[config.mk]
export PLATFORM = sky130hd
export DESIGN_NAME = ramp_gen
export DESIGN_NICKNAME = d
export VERILOG_FILES = /design/src/rtl/ramp_gen.sv
export SDC_FILE = /design/constraint.sdc
export NUM_CORES = 1
export LEC_CHECK = 0
export BUFFER_PORTS_ARGS = -buffer_cell sky130_fd_sc_hd__buf_2
export CAP_MARGIN = 20
export CORE_ASPECT_RATIO = 0.75
export CORE_MARGIN = 4
export CORE_UTILIZATION = 30
export DETAILED_ROUTE_END_ITERATION = 10
export RECOVER_POWER = 50
export SLEW_MARGIN = 20
export SYNTH_ARGS = -nofsm -noshare
export SYNTH_HDL_FRONTEND = slang
export SYNTH_SLANG_ARGS = --single-unit
[constraint.sdc]
create_clock -name clk -period 7.1 [get_ports clk]
set_input_delay 0.71 -clock clk [delete_from_list [all_inputs] [get_ports clk]]
set_output_delay 0.71 -clock clk [all_outputs]
set_load 0.005 [all_outputs]
[src/rtl/ramp_gen.sv]
module ramp_gen #(
  parameter int ACC_W   = 32,
  parameter int TMR_W   = 16,
  parameter int PHASE_W = 16,
  parameter int AMPL_W  = 14
) (
  input  logic             clk,
  input  logic             rst_n,
  input  logic             wr_en,
  input  logic [2:0]       wr_addr,
  input  logic [ACC_W-1:0] wr_data,
  input  logic             commit,
  input  logic             dir_up,
  input  logic             hold,
  input  logic             clear,
  input  logic [1:0]       dest_sel,
  output logic [ACC_W-1:0] ramp_out,
  output logic             at_limit
);

  localparam logic [ACC_W-1:0] PHASE_MASK = {{PHASE_W{1'b1}}, {(ACC_W-PHASE_W){1'b0}}};
  localparam logic [ACC_W-1:0] AMPL_MASK  = {{AMPL_W{1'b1}}, {(ACC_W-AMPL_W){1'b0}}};

  logic [ACC_W-1:0] st_floor, st_ceil, st_rinc, st_finc;
  logic [TMR_W-1:0] st_rint, st_fint;
  logic [ACC_W-1:0] lv_floor, lv_ceil, lv_rinc, lv_finc;
  logic [TMR_W-1:0] lv_rint, lv_fint;

  logic [ACC_W-1:0] acc, rise_nx, fall_nx;
  logic [TMR_W-1:0] tmr;
  logic [ACC_W:0]   sum, diff;

  wire [TMR_W-1:0] cur_int = dir_up ? lv_rint : lv_fint;
  wire             tick    = (tmr == '0);

  always_ff @(posedge clk or negedge rst_n) begin
    if (!rst_n) begin
      st_floor <= '0; st_ceil <= '0; st_rinc <= '0;
      st_finc  <= '0; st_rint <= '0; st_fint <= '0;
    end else if (wr_en) begin
      case (wr_addr)
        3'd0: st_floor <= wr_data;
        3'd1: st_ceil  <= wr_data;
        3'd2: st_rinc  <= wr_data;
        3'd3: st_finc  <= wr_data;
        3'd4: st_rint  <= wr_data[TMR_W-1:0];
        3'd5: st_fint  <= wr_data[TMR_W-1:0];
        default: ;
      endcase
    end
  end

  always_ff @(posedge clk or negedge rst_n) begin
    if (!rst_n) begin
      lv_floor <= '0; lv_ceil <= '0; lv_rinc <= '0;
      lv_finc  <= '0; lv_rint <= '0; lv_fint <= '0;
    end else if (commit) begin
      lv_floor <= st_floor; lv_ceil <= st_ceil; lv_rinc <= st_rinc;
      lv_finc  <= st_finc;  lv_rint <= st_rint; lv_fint <= st_fint;
    end
  end

  assign sum  = {1'b0, acc} + {1'b0, lv_rinc};
  assign diff = {1'b0, acc} - {1'b0, lv_finc};

  always_comb begin
    if (acc >= lv_ceil || sum[ACC_W] || sum[ACC_W-1:0] > lv_ceil)
      rise_nx = lv_ceil;
    else
      rise_nx = sum[ACC_W-1:0];
    if (acc <= lv_floor || diff[ACC_W] || diff[ACC_W-1:0] < lv_floor)
      fall_nx = lv_floor;
    else
      fall_nx = diff[ACC_W-1:0];
  end

  always_ff @(posedge clk or negedge rst_n) begin
    if (!rst_n) begin
      acc <= '0;
      tmr <= '0;
    end else if (clear) begin
      acc <= lv_floor;
      tmr <= cur_int;
    end else if (!hold) begin
      if (tick) begin
        acc <= dir_up ? rise_nx : fall_nx;
        tmr <= cur_int;
      end else begin
        tmr <= tmr - 1'b1;
      end
    end
  end

  always_comb begin
    case (dest_sel)
      2'd1:    ramp_out = acc & PHASE_MASK;
      2'd2:    ramp_out = acc & AMPL_MASK;
      default: ramp_out = acc;
    endcase
  end

  assign at_limit = dir_up ? (acc == lv_ceil) : (acc == lv_floor);

  p_hold_acc_r8: assert property (@(posedge clk) disable iff (!rst_n)
    (hold && !clear) |=> $stable(acc));
  p_hold_tmr_r8: assert property (@(posedge clk) disable iff (!rst_n)
    (hold && !clear) |=> $stable(tmr));
  p_clear_floor_r3: assert property (@(posedge clk) disable iff (!rst_n)
    clear |=> (acc == $past(lv_floor)));
  p_idle_r4: assert property (@(posedge clk) disable iff (!rst_n)
    (!hold && !clear && tmr != '0) |=> $stable(acc));
  p_ceil_r6: assert property (@(posedge clk) disable iff (!rst_n)
    (!hold && !clear && tick && dir_up) |=> (acc <= $past(lv_ceil)));
  p_floor_r7: assert property (@(posedge clk) disable iff (!rst_n)
    (!hold && !clear && tick && !dir_up) |=> (acc >= $past(lv_floor)));

endmodule

==> metrics <==
status finished with violations; failing checks capacitance limit, slew limit; Hold Crit Endpoint st_finc[27]; mean post-synth cell area 10.2 sq um; FF-to-FF setup slack 0.63 ns; DRC Markers 0; CTS Sinks 368; Achievable Freq 154 MHz; Overflow after GRT 0; first-pass GRT wire length 101000 um; WL per Instance 21.4 um; area delta synth->final 12.5%; EDFF count, synth 0; Inst Count DP 3047; Setup Skew 0.0280 ns; initial antenna violation count 5; Initial DRC Count 1549; setup violators final 0; Max Buffers Root-to-Sink 3; number of synthesized register bits 368; GP Congestion 0.920; dpl hpwl 49200 um; Worst Path Arrival 6.93 ns; vias in the first global route 16200; Design Area, Final 0.0242 sq mm; postcts setup bufs 0; register area share after synthesis 0.429; clock buffer count from CTS 41; Crit. End Element register; sequential cell fraction of total power 0.296; combinational power share 0.488; worst hold path depth 2; H-tree levels 2; Synthesis Warnings 0; Final Net Count 2385; Syn Std Cell Area 0.0215 sq mm; power per cell area 422 mW/mm^2; Fillers 7015; die width 317 um; Top FF cell, synth dfrtp_1; Initial Util 0.304; hold_buf cts 0; Pleak 10.9 nW; setup TNS 0 ns; Int Pwr 5.91 mW; post-layout min period 6.47 ns; slew margin rel. -2.76; Net Sw Power 4.29 mW; clock power share 0.216; worst-skew pair later-pin latency 0.58 ns; GRT Util Overall 0.173; largest net degree at the start of global routing 179; Async SR Flop Fraction 1.00; share of cells above drive strength 1 0.189; Pins Over Slew Limit 371; Die Area 0.0759 sq mm; Rows 84; I/O pin cnt 77; die height 240 um; reg2reg end acc[19]; Worst R2R Path Depth 24; final hold viol count 0; Req. time, crit path 7.56 ns; maximum fanout along the worst path 34; Max IR drop VDD 0.213 mV; Port Buffers 76; DRT Pass-1 Iters 6; post-route insts no fill 3121; CP Launch Type register; Setup CP Type reg2reg; post_cts resized 0; period utilization 0.912; Hold Crit Class in2reg; dpl cell area 0.0228 sq mm; FF-to-FF Start acc[0]; Mapped Cells 2108; slew of the pin with the lowest slew margin 5.63 ns; RSZ-0062 raised after global routing no; Reg clk slew, reported paths 0.06 ns; vias per cell 5.35; Root Buffer clkbuf_16; Routed Wire Length 66800 um; Mapped Nets 2348; HP Start wr_data[27]; Post-Route Utilization 0.342; max cap viols 6; core area 0.0705 sq mm; Detail Route Antenna Nets 0; routed vias 16700; Yosys cell types 79; CTS tree yes; Sw Ratio 0.420
power groups by stage:
stage,Sequential [mW],Clock (mW),Combinational (mW)
6_report,3.02,2.21,4.98
5_1_grt,3.07,2.34,5.51
4_1_cts,3.01,2.26,4.89
3_5_place_dp,3.04,0,4.86
3_3_place_gp,3.02,0,4.77
2_1_floorplan,2.86,0,3.52
synth_stat cells (14+ instances only):
library cell  number  area [sq um]
xnor2_1           32           280
o22ai_1           27           169
a211oi_1          16           120
buf_4             16           120
mux2_2           243          2740
inv_1            121           454
o21bai_1          14           105
a221oi_1          14           123
a21o_1            46           345
and2_1            19           119
nand3_1           23           115
ha_1             194          2430
xor2_1            20           175
dfrtp_1          368          9210
nor3_1            22           110
nand4_1           23           144
a21oi_1          147           736
mux2i_1           14           140
o21a_1            20           150
o21ai_0          192           961
clkbuf_1          70           263
nor2_1            89           334
nand2_1          201           754
sequential cells by signal, indices dropped and copies added, names as in the netlist:
signal / flops
acc: 32
lv_ceil: 32
lv_finc: 32
lv_fint: 16
lv_floor: 32
lv_rinc: 32
lv_rint: 16
st_ceil: 32
st_finc: 32
st_fint: 16
st_floor: 32
st_rinc: 32
st_rint: 16
tmr: 16
critical path, stage by stage, from the launching register on:
cell	delay, ns
dfrtp_1	0.41
ha_1	0.23
fa_1	0.42
a211oi_1	0.40
o21ai_0	0.23
a21oi_1	0.29
nor2_1	0.14
a21oi_1	0.58
o21ai_0	0.25
a21o_1	0.22
a21oi_1	0.17
xnor2_1	0.11
ha_1	0.29
and4_1	0.25
nand4_1	0.15
nor2_1	0.20
nand3_1	0.10
a32oi_1	0.31
o211ai_4	0.38
buf_4	0.38
mux2i_1	0.17
nor2_1	0.06
a31o_2	0.22
a221oi_1	0.27
nor2_1	0.07
layout make-up:
type / count / area, sq um / share of cell area
inverters: 123 / 462 / 0.0191
multi-input cells: 1518 / 11400 / 0.471
repair buffers: 93 / 536 / 0.0222
diodes: 1 / 2.50 / 0.000104
clock inverters: 11 / 190 / 0.00787
flip-flops and latches: 368 / 9210 / 0.381
well taps: 946 / 1180 / 0.0490
clock buffers: 61 / 1190 / 0.0493
cells in the final DEF, fill, tap and decap left out, drive strengths merged, types with 24 or more instances in the layout:
cell | netlist | layout
xnor2 | 32 | 32
nor2 | 89 | 89
o21ai | 195 | 195
nand3 | 24 | 24
mux2 | 244 | 244
ha | 194 | 194
dfrtp | 368 | 368
o22ai | 27 | 27
nand2 | 202 | 202
clkbuf | 70 | 69
inv | 123 | 124
buf | 29 | 84
a21oi | 149 | 149
a21o | 46 | 46
metal layers:
metal | GRT usage | up-vias | wire (um)
met5 | 0 | - | 47
met4 | 0.0330 | 6 | 1070
met3 | 0.0355 | 86 | 4860
met2 | 0.242 | 488 | 27000
met1 | 0.273 | 8434 | 33800
li1 | - | 7691 | -
logic make-up (layout without fill, tap and decap cells):
family / count (synthesis) / after routing / synth area share
AO/OA/AOI/OAI: 570 / 570 / 0.163
AND/OR/NAND/NOR: 442 / 442 / 0.0952
flip-flops: 368 / 368 / 0.429
multiplexers: 258 / 258 / 0.135
buffers and inverters: 222 / 288 / 0.0417
adder cells (fa/ha/maj): 196 / 196 / 0.115
XOR/XNOR: 52 / 52 / 0.0212
other: 0 / 1 / 0
worst max-delay path by stage:
stage                       from       to  cells past startpoint
after global placement    acc[0]  acc[19]                     24
after floorplan           acc[9]  acc[30]                     23
final                     acc[0]  acc[19]                     24
after CTS                 acc[0]  acc[19]                     24
after detailed placement  acc[0]  acc[19]                     24
after global routing      acc[0]  acc[19]                     24
through the flow:
step / total power [mW] / hold slack [ns] / worst slack (ns)
global placement: 7.79 / 0.459 / 0.761
detailed placement: 7.90 / 0.466 / 0.730
CTS: 10.2 / 0.243 / 0.725
finish: 10.2 / 0.415 / 0.626
floorplan: 6.38 / 0.414 / 2.19
global route: 10.9 / 0.407 / 0.211
Note: power is estimated with default switching activity, not from simulation.
